$ cat src/rtl/seg_guard.sv
module seg_guard #(
  parameter int AW        = 16,
  parameter int INFO_BASE = 'h1800,
  parameter int INFO_SIZE = 'h0200,
  parameter int MAIN_BASE = 'h4400
) (
  input  logic          clk,
  input  logic          rst_n,
  input  logic          reg_we,
  input  logic [2:0]    reg_sel,
  input  logic [15:0]   reg_wdata,
  output logic [15:0]   reg_rdata,
  input  logic          acc_valid,
  input  logic [AW-1:0] acc_addr,
  input  logic [1:0]    acc_kind,
  output logic          acc_grant,
  output logic [15:0]   acc_rdata,
  output logic          mem_en,
  output logic          mem_we,
  input  logic [15:0]   mem_rdata,
  output logic          nmi_req
);
  localparam int BW = AW - 4;
  localparam logic [AW:0] INFO_LO = (AW+1)'(INFO_BASE);
  localparam logic [AW:0] INFO_HI = (AW+1)'(INFO_BASE + INFO_SIZE);
  localparam logic [AW:0] MAIN_LO = (AW+1)'(MAIN_BASE);
  localparam logic [2:0] SEL_CTL = 3'd0, SEL_B1 = 3'd1, SEL_B2 = 3'd2,
                         SEL_AM = 3'd3, SEL_FLG = 3'd4;

  logic          en, lock, nmie;
  logic [BW-1:0] b1, b2;
  logic [15:0]   sam;
  logic [4:0]    flags, flags_nxt;

  logic [AW:0]   ax;
  logic [BW-1:0] blk;
  logic          in_info, in_main;
  logic [1:0]    rgn;
  logic [3:0]    nib;
  logic          perm_ok, viol;
  logic          ctl_wr, pwd_ok, pwd_err, cfg_open;

  assign ax      = {1'b0, acc_addr};
  assign blk     = acc_addr[AW-1:4];
  assign in_info = (ax >= INFO_LO) && (ax < INFO_HI);
  assign in_main = (ax >= MAIN_LO) && !in_info;

  always_comb begin
    if (in_info)      rgn = 2'd3;
    else if (blk < b1) rgn = 2'd0;
    else if (blk < b2) rgn = 2'd1;
    else              rgn = 2'd2;
  end

  assign nib = sam[{rgn, 2'b00} +: 4];

  always_comb begin
    case (acc_kind)
      2'b01:   perm_ok = nib[1];
      2'b10:   perm_ok = nib[2];
      default: perm_ok = nib[0];
    endcase
  end

  assign viol      = acc_valid && en && (in_info || in_main) && !perm_ok;
  assign acc_grant = !viol;
  assign mem_en    = acc_valid && acc_grant;
  assign mem_we    = mem_en && (acc_kind == 2'b01);
  assign acc_rdata = acc_grant ? mem_rdata : 16'h0000;

  assign ctl_wr   = reg_we && (reg_sel == SEL_CTL);
  assign pwd_ok   = (reg_wdata[15:8] == 8'hA5);
  assign pwd_err  = ctl_wr && !pwd_ok;
  assign cfg_open = reg_we && !lock;

  always_ff @(posedge clk or negedge rst_n) begin
    if (!rst_n) begin
      en   <= 1'b0;
      lock <= 1'b0;
      nmie <= 1'b0;
      b1   <= '0;
      b2   <= '0;
      sam  <= 16'h7777;
    end else if (cfg_open) begin
      case (reg_sel)
        SEL_CTL: if (pwd_ok) begin
          en   <= reg_wdata[0];
          lock <= reg_wdata[1];
          nmie <= reg_wdata[4];
        end
        SEL_B1:  b1  <= reg_wdata[BW-1:0];
        SEL_B2:  b2  <= reg_wdata[BW-1:0];
        SEL_AM:  sam <= reg_wdata;
        default: ;
      endcase
    end
  end

  always_comb begin
    flags_nxt = flags;
    if (reg_we && reg_sel == SEL_FLG) flags_nxt = flags_nxt & ~reg_wdata[4:0];
    if (viol)    flags_nxt[rgn] = 1'b1;
    if (pwd_err) flags_nxt[4]   = 1'b1;
  end

  always_ff @(posedge clk or negedge rst_n) begin
    if (!rst_n) flags <= '0;
    else        flags <= flags_nxt;
  end

  assign nmi_req = nmie && (|flags[3:0]);

  always_comb begin
    case (reg_sel)
      SEL_CTL: reg_rdata = {11'b0, nmie, 2'b00, lock, en};
      SEL_B1:  reg_rdata = 16'(b1);
      SEL_B2:  reg_rdata = 16'(b2);
      SEL_AM:  reg_rdata = sam;
      SEL_FLG: reg_rdata = {11'b0, flags};
      default: reg_rdata = 16'h0000;
    endcase
  end
endmodule

$ cat config.mk
export PLATFORM = sky130hd
export DESIGN_NAME = seg_guard
export DESIGN_NICKNAME = d
export VERILOG_FILES = /design/src/rtl/seg_guard.sv
export SDC_FILE = /design/constraint.sdc
export NUM_CORES = 1
export LEC_CHECK = 0
export ABC_AREA = 1
export BUFFER_PORTS_ARGS = -buffer_cell sky130_fd_sc_hd__buf_2
export CAP_MARGIN = 20
export CORE_UTILIZATION = 53
export CTS_CLUSTER_SIZE = 14
export DETAILED_ROUTE_END_ITERATION = 6
export GPL_TIMING_DRIVEN = 0
export PLACE_DENSITY = 0.81
export SYNTH_ARGS = -nofsm -noshare
export SYNTH_HDL_FRONTEND = slang
export SYNTH_SLANG_ARGS = --single-unit
export TNS_END_PERCENT = 10
$ cat constraint.sdc
create_clock -name clk -period 3.26 [get_ports clk]
set_input_delay 0.652 -clock clk [delete_from_list [all_inputs] [get_ports clk]]
set_output_delay 0.652 -clock clk [all_outputs]
set_load 0.005 [all_outputs]
==> results.toml <==
[grt]
grt_usage_pct = 28.9
grt_pass1_vias = 3148
grt_pass1_wl_um = 14200
overflow = 0
grt_start_max_net_pins = 49
antenna_found_initial = 0

[pwr]
powerDensity_nw_per_um2 = 432
ir_worst_vdd_uv = 418
leakage_nw = 2.27
finalPower_mw = 1.84

[critical_path]
critPathMaxFanout = 8
critPathLaunchType = "register"
crit_type = "register to primary output"
critPathCaptureType = "primary output"
worstPathArrival_ns = 2.78
crit_required_ns = 2.61

[routing]
vias = 3391
routed_wl_um = 9400
dr.pass1.iters = 5
first_iter_violations = 219
wl_per_cell_um = 14.9
route.detailed.drc = 0
vias_per_cell = 5.39
antenna_left = 0

[clock_network]
clkLatencyLatePin_ns = 0.30
cts_hold_buffers = 0
cts.clk_slew.worst_paths_ns = 0.10
cts_tree = "built"
cts_root_buffer = "clkbuf_8"
clockBufferDepth = 2
cts_sinks = 48
cts_buffers = 5
cts_max_level = 2

[final_layout]
area_growth_pct = 31.5
regArea_um2 = 1220
instances_no_fill = 629
insertedDiodeCount = 0
n_fill_cell = 451
final_nets = 634
drive_above_1_share_pct = 30.9
multiInputGateArea_um2 = 1870
design_area_um2 = 4260

[synth]
syn_inst = 450
yosys_most_used_dff = "dfrtp_1"
synth_seq_cells = 48
synthMostInstantiatedCell = "nand2_1"
synth_edf_count = 0
ys_types = 31
ys_top_cells_by_area = "dfrtp_1, nand2_1, inv_1"
synth_nets = 531
postSynthAreaPerCell_um2 = 7.20
syn_area_um2 = 3240
synth_commonest_cells = "nand2_1, inv_1, o21ai_0"
ys.warnings.count = 0
async_flop_share_pct = 100
yosys.area.top_type = "dfrtp_1"
synth_seq_area_share_pct = 37.6
synth_top_cell_area_share_pct = 27.8

[floorplanning]
start_util_pct = 54.7
die-area_um2 = 6430
core_um2 = 5920
num_rows = 28
dieHeight_um = 80.2
io_pins = 93
die_width_um = 80.2

[sta]
maxSlewViolCount = 0
setup_viol = 17
worst_slew_pin_slew_ns = 0.631
timing.final.hold_violations = 0
worst_slack_ns = -0.170
post-route-min-period_ns = 3.43
clock.fmax_mhz = 292
relSlewSlack_pct = 57.6
holdWs_ns = 0.164
finalCritPeriodShare_pct = 105
finClkSkew_ns = 0.00621
rsz0062_at_grt = "yes"

[placed_design]
numPortBuffers = 87
place_area_um2 = 3770
dpl.cell_count = 612
gp_congestion = 0.878
hpwlAfterDp_um = 6610

[run_status]
violations = "setup timing"
status = "finished with violations"

[hold_path]
hold_class = "input pin to asynchronous set/reset pin"

[job]
maxCapViolCount = 0
area by class of cell:
class,instances,share of cell area (%)
Multi-Input combinational cell,296,44.0
Sequential cell,48,28.6
Timing Repair Buffer,96,13.0
Inverter,96,8.64
Tap cell,75,2.20
Clock buffer,6,1.94
Buffer,10,1.26
Clock inverter,2,0.323
what timing repair did:
item	4_1_cts	5_1_grt
hold endpoints to repair	0	0
buffers inserted	3	4
gates cloned	0	1
resized for setup	26	27
pin swaps	12	25
setup endpoints to repair	17	18
per-layer routing:
| layer | part of all wire [%] | global-route usage (%) |
|---|---|---|
| met5 | 0 | 0 |
| met4 | 3.5 | 13.2 |
| met3 | 6.8 | 3.07 |
| met2 | 50 | 50.3 |
| met1 | 39 | 35.9 |
final timing paths:
kind / startpoint / to / slack (ns) / cells after the start
worst max-delay path: b1[6] / acc_rdata[8] / -0.17 / 21
worst min-delay path: rst_n / b2[4] / 0.16 / 1
worst max register to register: b1[6] / flags[2] / 0.78 / 20
worst min register to register: sam[13] / sam[13] / 0.49 / 2
max in group asynchronous: rst_n / sam[13] / 2.57 / 2
min in group clk: sam[13] / sam[13] / 0.49 / 2
power by group:
group	leakage, nW	total (mW)	internal (mW)	switching, mW
clock network	0.0516	0.389	0.174	0.215
registers	0.585	0.785	0.713	0.0716
logic	1.63	0.667	0.281	0.386
registers in the layout, indices dropped and copies added, names as in the netlist:
register,flops
sam,16
en,1
flags,5
nmie,1
b1,12
b2,12
lock,1
critical path, stage by stage (launching register included):
cell and delay, ns:
dfrtp_1 0.43, inv_1 0.12, ha_4 0.21, nand2_1 0.09, inv_1 0.06, nand2_1 0.07, nand2_1 0.07, a21oi_2 0.17
nand2_4 0.14, nor2_4 0.14, nand2_1 0.07, nand2_1 0.08, inv_1 0.04, nand2_1 0.07, nand2_1 0.06, nand2_1 0.07
nand2_2 0.08, nand2_4 0.10, inv_8 0.05, clkbuf_16 0.15, nor2_2 0.08, buf_2 0.12
cell usage in the layout (no fill, tap or decap), drive strengths merged, types with 10 or more instances in the layout:
| master | Yosys | final |
|---|---|---|
| clkbuf | 9 | 16 |
| nand3 | 10 | 10 |
| o21ai | 53 | 53 |
| buf | 1 | 96 |
| dfrtp | 36 | 36 |
| nand2 | 133 | 133 |
| nor2 | 35 | 35 |
| a21oi | 11 | 11 |
| inv | 95 | 96 |
| dfstp | 12 | 12 |
| ha | 24 | 24 |
kinds of logic (layout without fill, tap and decap cells):
logic type / count (synthesis) / after routing / share of synthesized area (%)
compound gates: 81 / 81 / 14.6
fa+ha+maj: 24 / 24 / 9.27
buf+inv: 106 / 210 / 12.9
flops: 48 / 48 / 37.6
simple gates: 191 / 191 / 25.7
through the flow:
stage / setup slack, ns / utilization (%) / TNS (ns)
5_1_grt: -0.315 / 71.9 / -4.19
3_3_place_gp: -0.0812 / 63.6 / -0.791
3_5_place_dp: -0.149 / 63.6 / -1.40
2_1_floorplan: 0.342 / - / 0
6_report: -0.170 / 71.9 / -1.51
4_1_cts: -0.0313 / 68.9 / -0.160
Note: power is estimated with default switching activity, not from simulation.
